File: config.mk
export PLATFORM = sky130hd
export DESIGN_NAME = pwm_group_sync
export DESIGN_NICKNAME = d
export VERILOG_FILES = /design/src/rtl/pwm_sync_pkg.sv /design/src/rtl/pwm_upd_ctrl.sv /design/src/rtl/pwm_gen_bank.sv /design/src/rtl/pwm_group_sync.sv
export SDC_FILE = /design/constraint.sdc
export NUM_CORES = 1
export LEC_CHECK = 0
export ABC_AREA = 1
export ABC_CLOCK_PERIOD_IN_PS = 2300
export CAP_MARGIN = 20
export CORE_ASPECT_RATIO = 1.5
export CORE_MARGIN = 10
export CORE_UTILIZATION = 50
export CTS_CLUSTER_DIAMETER = 40
export DETAILED_ROUTE_END_ITERATION = 16
export GPL_ROUTABILITY_DRIVEN = 0
export GPL_TIMING_DRIVEN = 0
export MAX_ROUTING_LAYER = met4
export PLACE_DENSITY = 0.67
export SLEW_MARGIN = 5
export SYNTH_ARGS = -nofsm -noshare
export SYNTH_HDL_FRONTEND = slang
export SYNTH_SLANG_ARGS = --single-unit
File: constraint.sdc
create_clock -name clk -period 2.3 [get_ports clk]
set_input_delay 0.46 -clock clk [delete_from_list [all_inputs] [get_ports clk]]
set_output_delay 0.46 -clock clk [all_outputs]
set_load 0.02 [all_outputs]
File: src/rtl/pwm_sync_pkg.sv
package pwm_sync_pkg;

  // Field selector taken from the two low address bits
  typedef enum logic [1:0] {
    FLD_PERIOD = 2'd0,
    FLD_DUTY   = 2'd1,
    FLD_PHASE  = 2'd2,
    FLD_CTRL   = 2'd3
  } regField_e;

  // Strobes from control to datapath for holding-register writes
  typedef struct packed {
    logic      holdWr;
    regField_e field;
  } holdStb_t;

endpackage

File: src/rtl/pwm_upd_ctrl.sv
module pwm_upd_ctrl
  import pwm_sync_pkg::*;
#(
  parameter int NUM_GEN = 4,
  parameter int DATA_W  = 8,
  parameter int ADDR_W  = 4
) (
  input  logic               clk,
  input  logic               rstN,
  input  logic               wrEn,
  input  logic [ADDR_W-1:0]  addr,
  input  logic               reqDataBit,
  output logic [DATA_W-1:0]  rdData,
  input  logic [NUM_GEN-1:0] wrapVec,
  output holdStb_t           stb,
  output logic [NUM_GEN-1:0] genSel,
  output logic [NUM_GEN-1:0] applyVec,
  output logic [NUM_GEN-1:0] pendVec,
  output logic               reqBit
);

  localparam int GIDX_W = ADDR_W - 2;

  logic [GIDX_W-1:0] gIdx;
  regField_e         fld;
  logic              inRange;
  logic              reqSet;

  assign gIdx    = addr[ADDR_W-1:2];
  assign fld     = regField_e'(addr[1:0]);
  assign inRange = int'(gIdx) < NUM_GEN;

  assign stb.holdWr = wrEn && inRange && (fld != FLD_CTRL);
  assign stb.field  = fld;

  for (genvar g = 0; g < NUM_GEN; g++) begin : g_sel
    assign genSel[g] = (int'(gIdx) == g);
  end

  // Only the master window accepts an update request
  assign reqSet = wrEn && (gIdx == '0) && (fld == FLD_CTRL) && reqDataBit;

  // Request lasts one cycle: it is broadcast, then clears itself
  always_ff @(posedge clk or negedge rstN) begin
    if (!rstN) begin
      reqBit  <= 1'b0;
      pendVec <= '0;
    end else begin
      reqBit  <= reqSet;
      pendVec <= reqBit ? '1 : (pendVec & ~wrapVec);
    end
  end

  assign applyVec = pendVec & wrapVec;

  always_comb begin
    rdData = '0;
    if (inRange && (fld == FLD_CTRL)) begin
      rdData[0] = pendVec[gIdx];
      rdData[1] = (gIdx == '0) && reqBit;
    end
  end

endmodule

File: src/rtl/pwm_gen_bank.sv
module pwm_gen_bank
  import pwm_sync_pkg::*;
#(
  parameter int NUM_GEN = 4,
  parameter int CNT_W   = 8,
  parameter int PER_RST = 8
) (
  input  logic               clk,
  input  logic               rstN,
  input  holdStb_t           stb,
  input  logic [NUM_GEN-1:0] genSel,
  input  logic [CNT_W-1:0]   wrData,
  input  logic [NUM_GEN-1:0] applyVec,
  output logic [NUM_GEN-1:0] wrapVec,
  output logic [NUM_GEN-1:0] pwmOut,
  output logic               socEvent
);

  localparam logic [CNT_W-1:0] PER_INIT = CNT_W'(PER_RST);
  localparam logic [CNT_W-1:0] CNT_ONE  = CNT_W'(1);
  localparam logic [CNT_W:0]   EXT_ONE  = (CNT_W+1)'(1);

  for (genvar g = 0; g < NUM_GEN; g++) begin : g_gen
    logic [CNT_W-1:0] holdPer, holdDuty, holdPh;
    logic [CNT_W-1:0] workPer, workDuty, cnt;
    logic             holdHit;

    assign holdHit = stb.holdWr && genSel[g];

    // Holding set: written from the register interface at any time
    always_ff @(posedge clk or negedge rstN) begin
      if (!rstN) begin
        holdPer  <= PER_INIT;
        holdDuty <= '0;
        holdPh   <= '0;
      end else if (holdHit) begin
        case (stb.field)
          FLD_PERIOD: holdPer  <= wrData;
          FLD_DUTY:   holdDuty <= wrData;
          FLD_PHASE:  holdPh   <= wrData;
          default:    ;
        endcase
      end
    end

    // Last count of the cycle; also covers period 0 and 1
    assign wrapVec[g] = ({1'b0, cnt} + EXT_ONE) >= {1'b0, workPer};

    // Working set and counter: change only at a cycle start
    always_ff @(posedge clk or negedge rstN) begin
      if (!rstN) begin
        workPer  <= PER_INIT;
        workDuty <= '0;
        cnt      <= '0;
      end else if (applyVec[g]) begin
        workPer  <= holdPer;
        workDuty <= holdDuty;
        cnt      <= holdPh;
      end else if (wrapVec[g]) begin
        cnt <= '0;
      end else begin
        cnt <= cnt + CNT_ONE;
      end
    end

    assign pwmOut[g] = cnt < workDuty;
  end

  always_ff @(posedge clk or negedge rstN) begin
    if (!rstN) socEvent <= 1'b0;
    else       socEvent <= wrapVec[NUM_GEN-1];
  end

endmodule

File: src/rtl/pwm_group_sync.sv
module pwm_group_sync
  import pwm_sync_pkg::*;
#(
  parameter  int NUM_GEN = 4,
  parameter  int CNT_W   = 8,
  parameter  int PER_RST = 8,
  localparam int GIDX_W  = (NUM_GEN > 1) ? $clog2(NUM_GEN) : 1,
  localparam int ADDR_W  = GIDX_W + 2
) (
  input  logic               clk,
  input  logic               rstN,
  input  logic               wrEn,
  input  logic [ADDR_W-1:0]  addr,
  input  logic [CNT_W-1:0]   wrData,
  output logic [CNT_W-1:0]   rdData,
  output logic [NUM_GEN-1:0] pwmOut,
  output logic               socEvent
);

  holdStb_t           stb;
  logic [NUM_GEN-1:0] genSel;
  logic [NUM_GEN-1:0] applyVec;
  logic [NUM_GEN-1:0] wrapVec;
  logic [NUM_GEN-1:0] pendVec;
  logic               reqBit;

  pwm_upd_ctrl #(
    .NUM_GEN(NUM_GEN), .DATA_W(CNT_W), .ADDR_W(ADDR_W)
  ) i_ctrl (
    .clk(clk), .rstN(rstN), .wrEn(wrEn), .addr(addr),
    .reqDataBit(wrData[0]), .rdData(rdData), .wrapVec(wrapVec),
    .stb(stb), .genSel(genSel), .applyVec(applyVec),
    .pendVec(pendVec), .reqBit(reqBit)
  );

  pwm_gen_bank #(
    .NUM_GEN(NUM_GEN), .CNT_W(CNT_W), .PER_RST(PER_RST)
  ) i_bank (
    .clk(clk), .rstN(rstN), .stb(stb), .genSel(genSel),
    .wrData(wrData), .applyVec(applyVec), .wrapVec(wrapVec),
    .pwmOut(pwmOut), .socEvent(socEvent)
  );

endmodule

# Word level (Yosys, flattened, before mapping)
# Cells that the tools add are included.
# classes
add_sub_neg	8
magnitude_cmp	9
n_eq_ne	7
muxes	12
bitwise_logic	3
n_reduce_logical	24
# op_table
cell	n
2-to-1 mux 8 bit	8
adder 8 x 1 -> 9 bit (second input constant)	4
>= comparator 9 x 8 -> 1 bit	4
adder 8 x 1 -> 8 bit (second input constant)	4
< comparator 8 bit	4
AND reduction 2 bit	12
logical AND 1 bit	9
bitwise AND 4 bit	2
== test 2 bit (second input constant)	4
zero test 2 bit	3
== test 2 x 1 -> 1 bit (second input constant)	2
2-to-1 mux 4 bit	1
NOT 4 bit	1
< comparator 2 x 3 -> 1 bit (second input constant)	1
binary-select mux 1 bit (select 2 bit)	1
2-to-1 mux 2 bit	1
inequality test 2 bit (second input constant)	1
2-to-1 mux 1 bit	1
# word_totals
reg_bits	198
input_bits	15
output_inout_bits	13
elab_cells	90

# Depth between registers and ports, before layout
# depth
ltp_word	5
ltp_mapped	17
depth_no_buf	16

# By module
# Synthesis repeated with hierarchy kept, for this count alone.
# unflattened
hier_cells	1146
hier_area_um2	9720.6
# by_module_without_submodules
mod	n_inst	cells_per_inst	area_per_inst_um2	seq_area_each_um2
pwm_gen_bank	1	1094	9372.7	4839.6
pwm_upd_ctrl	1	52	347.8	125.1

# Worst setup path after synthesis
# No wires, ideal clock.
# synth_timing
path_type	register to register
from	register i_bank.g_gen[1].cnt[0]
to	register i_bank.g_gen[1].workDuty[0]
setup_time_ns	0.117
arrival_time_ns	1.993
required_ns	2.183
setup_slack_ns	0.190
stages_incl_launch_ff	18
path_buffers	1
period_less_slack_ns	2.110
path_cell_list	dfrtp_1 -> ha_1 -> nand3_1 -> xor2_1 -> inv_1 -> ha_1 -> nand2_1 -> inv_1 -> nand3_1 -> nand3_1 -> nand2_1 -> nand2_1 -> nand2_1 -> nand2_2 -> nand2_4 -> buf_6 -> nand2_1 -> nand2_1
# synth_via
elab_chain_cells	3
# synth_lines
element	line_no	source
start, declared	pwm_gen_bank.sv:25	logic [CNT_W-1:0] workPer, workDuty, cnt;
start signal, assigned	pwm_gen_bank.sv:58	cnt <= holdPh;
start signal, assigned	pwm_gen_bank.sv:62	cnt <= cnt + CNT_ONE;
adder 8 x 1 -> 9 bit	pwm_gen_bank.sv:47	assign wrapVec[g] = ({1'b0, cnt} + EXT_ONE) >= {1'b0, workPer};
>= comparator 9 x 8 -> 1 bit	pwm_gen_bank.sv:47	
bitwise AND 4 bit	pwm_upd_ctrl.sv:54	assign applyVec = pendVec & wrapVec;
end signal, assigned	pwm_gen_bank.sv:57	workDuty <= holdDuty;
end, declared	pwm_gen_bank.sv:25	
# Every way passes these cells.
# A chain may end at the register's enable or synchronous reset.

# Worst setup path in the final report
# layout_timing
from	register i_bank.g_gen[0].cnt[0]
to	register i_bank.g_gen[0].workPer[1]
# layout_via
elab_chain_cells	3
# layout_lines
element	line_no	source
start, declared	pwm_gen_bank.sv:25	
start signal, assigned	pwm_gen_bank.sv:58	
start signal, assigned	pwm_gen_bank.sv:62	
adder 8 x 1 -> 9 bit	pwm_gen_bank.sv:47	
>= comparator 9 x 8 -> 1 bit	pwm_gen_bank.sv:47	
bitwise AND 4 bit	pwm_upd_ctrl.sv:54	
end signal, assigned	pwm_gen_bank.sv:56	workPer <= holdPer;
end, declared	pwm_gen_bank.sv:25	
# Every way passes these cells.

==> results.toml <==
[run_status]
outcome = "complete, but fails checks"
violations = "negative hold slack, negative setup slack"

[placed_design]
io_buffer_count = 21
dp_hpwl_mm = 15.1

[final_layout]
final_core_util_pct = 65.2
regArea_um2 = 4980
nets = 1290
area_growth_pct = 29.0
layout-drive-gt1-share_pct = 26.8
fillerInstances = 1564
multi_input_area_um2 = 4830

[critical_path]
cp-start-kind = "flop"
end_kind = "flop"
cp.required_ps = 2680
path_cells = "ha_4 > xor2_1 > ha_1 > nand2_1 > nand2_1 > nand2_2 > nand3_2 > nand2_1 > nand2_2 > nand2_4 > nand2_8 > nand2_8 > clkbuf_16 > nand2_2 > nand2_1"
reg2reg_slack_ps = -70
critPathMostFrequentCell = "nand2_1"
arrival_ps = 2750
critPathSlowestCell = "dfrtp_2"
path_max_fanout = 6
crit_type = "flop to flop"
critPathMaxStageDelay_ps = 450

[timing]
period_share_pct = 103
holdWs_ps = -10.4
setup_violations = 31
finalHoldViolCount = 4
fmax_mhz = 422
drv_slew = 0
rsz0062_at_grt = "true"
setup_tns_ps = -1160
fin_ws_ps = -68.7
fin_skew_ps = 13.4
period_minus_slack_ps = 2370
slew_headroom_pct = 31.2
worstMarginPinSlew_ps = 1030

[detailed_routing]
vias = 7697
drc_errors = 0
antenna_left = 0
routedWlPerCell_um = 16.6
wl_mm = 24.6
first_iter_violations = 512
routed_via_density = 5.20
drt_pass1_iterations = 5

[logic_synthesis]
syn_inst = 1112
ys_ff_latch = 198
ys_warn_count = 0
synth_seq_area_share_pct = 51.7
syn_avg_cell_area_um2 = 8.64
netlist_area_um2 = 9610
synthDistinctLibCells = 28

[floorplan]
start_util_pct = 50.6
rows = 62
ios = 28
dieArea_um2 = 25300
die_x_um = 133
core_area_um2 = 19000
die_h_um = 190

[clock_tree]
clock-sinks = 198
cts_buffer_depth = 2
clock_latency_ps = 440
ctsRootBufferMaster = "clkbuf_16"
clk_pin_slew_worst_paths_ps = 80
cts_tree = "yes"
numCtsBuffers = 17
cts.hold.buffers_added = 0
cts.htree.levels = 4

[power]
powerDensity_nw_per_um2 = 1530
leakagePower_nw = 6.11
vdd_drop_max_mv = 0.775

[min_path]
hold_path.class = "input pin to asynchronous set/reset pin"

[global_route]
grt_first_pass_wirelength_mm = 36.6
grt_max_degree = 110
grt-ovfl-total = 0
antenna_found_initial = 1
grt_pass1_vias = 7320
gr-usage-all-layers_pct = 18.5

[flow_run]
drv_cap = 0
power by group:
part           switching, mW  internal, mW  total, mW
combinational           5.94          4.60       10.5
clock                   1.47          1.78       3.25
sequential             0.768          4.43       5.19
total                   8.19          10.8       19.0
cells in the mapped netlist, drive strengths merged:
library cell / count / area (um^2)
nand2: 382 / 1460
dfrtp: 190 / 4750
inv: 113 / 424
nand3: 113 / 571
o21ai: 105 / 526
ha: 64 / 801
buf: 31 / 254
a21oi: 29 / 145
clkbuf: 19 / 71.3
nor2: 18 / 75.1
xor2: 17 / 149
dfstp: 8 / 210
xnor2: 7 / 61.3
nor3: 6 / 45.0
a31oi: 4 / 25.0
nand4: 4 / 25.0
a41oi: 1 / 8.76
conb: 1 / 3.75
area by class of cell:
type	count	area share [%]
flip-flops and latches	198	40.2
multi-input cells	757	38.9
repair buffers	76	6.42
inverters	113	3.53
clock buffers	18	3.46
plain buffers	48	3.17
well taps	256	2.58
clock inverters	14	1.70
diodes	1	0.0202
what timing repair did:
item | 4_1_cts | 5_1_grt
gates cloned | 2 | 8
setup endpoints to repair | 95 | 106
setup buffers | 11 | 34
pin swaps | 7 | 57
hold endpoints to repair | 0 | 0
gates resized for setup | 69 | 238
worst paths after layout:
| check | from | end | depth (start not counted) |
|---|---|---|---|
| min in group clk | i_bank.g_gen[2].workPer[3] | i_bank.g_gen[2].workPer[3] | 2 |
| max in group asynchronous | rstN | i_bank.g_gen[1].cnt[1] | 2 |
| max | i_bank.g_gen[0].cnt[0] | i_bank.g_gen[0].workPer[1] | 15 |
| min reg2reg | i_bank.g_gen[2].workPer[3] | i_bank.g_gen[2].workPer[3] | 2 |
| max reg2reg | i_bank.g_gen[0].cnt[0] | i_bank.g_gen[0].workPer[1] | 15 |
| min | rstN | i_bank.g_gen[0].holdPh[5] | 1 |
critical path, delay by kind of cell (launching register included):
kind | cells | cell delay, ps
DFF | 1 | 450
xor gates and xnor gates | 1 | 230
adders and majority gates | 2 | 500
and+or+nand+nor | 11 | 940
buffers and inverters | 1 | 170
stage by stage:
step,area (um^2),hold WS [ps],setup slack (ps),power (mW),instances
after floorplan,9630,164,190,9.42,1117
after global placement,10200,452,-7390,11.1,1394
after detailed placement,10200,455,-472,11.2,1395
after CTS,11100,49.8,-21.2,15.1,1439
after global routing,12400,76.9,-163,20.2,1481
final,12400,-10.4,-68.7,19.0,1481
cells in the final DEF, fill, tap and decap left out, drive strengths merged, types with 2 or more instances in the layout:
master / instances
a21oi: 29
a31oi: 4
buf: 87
bufinv: 3
clkbuf: 39
clkdlybuf4s15: 2
clkdlybuf4s50: 12
clkinv: 4
conb: 6
dfrtp: 190
dfstp: 8
ha: 64
inv: 119
nand2: 383
nand3: 113
nand4: 4
nor2: 18
nor3: 6
o21ai: 105
xnor2: 7
xor2: 17
metal layers:
| layer | routed length (um) | GRT usage (%) |
|---|---|---|
| met1 | 9610 | 20.3 |
| met2 | 13300 | 33.3 |
| met3 | 644 | 2.53 |
| met4 | 975 | 6.84 |
| met5 | 0 | - |
kinds of logic (layout without fill, tap and decap cells):
family,Yosys count,after routing,share of synthesized area [%]
XOR/XNOR,24,24,2.19
adder cells (fa/ha/maj),64,64,8.33
buffers and inverters,163,269,7.80
AND/OR/NAND/NOR,523,524,22.7
AO/OA/AOI/OAI,139,139,7.33
other,1,7,0.0390
flip-flops,198,198,51.7
registers in the layout (all words and copies together), names as in the netlist:
| register | flops |
|---|---|
| i_bank.g_gen.cnt | 32 |
| i_bank.g_gen.holdDuty | 32 |
| i_bank.g_gen.holdPer | 32 |
| i_bank.g_gen.holdPh | 32 |
| i_bank.g_gen.workDuty | 32 |
| i_bank.g_gen.workPer | 32 |
| i_ctrl.pendVec | 4 |
| i_bank.socEvent | 1 |
| i_ctrl.reqBit | 1 |
Power figures use the tool's default switching activity.
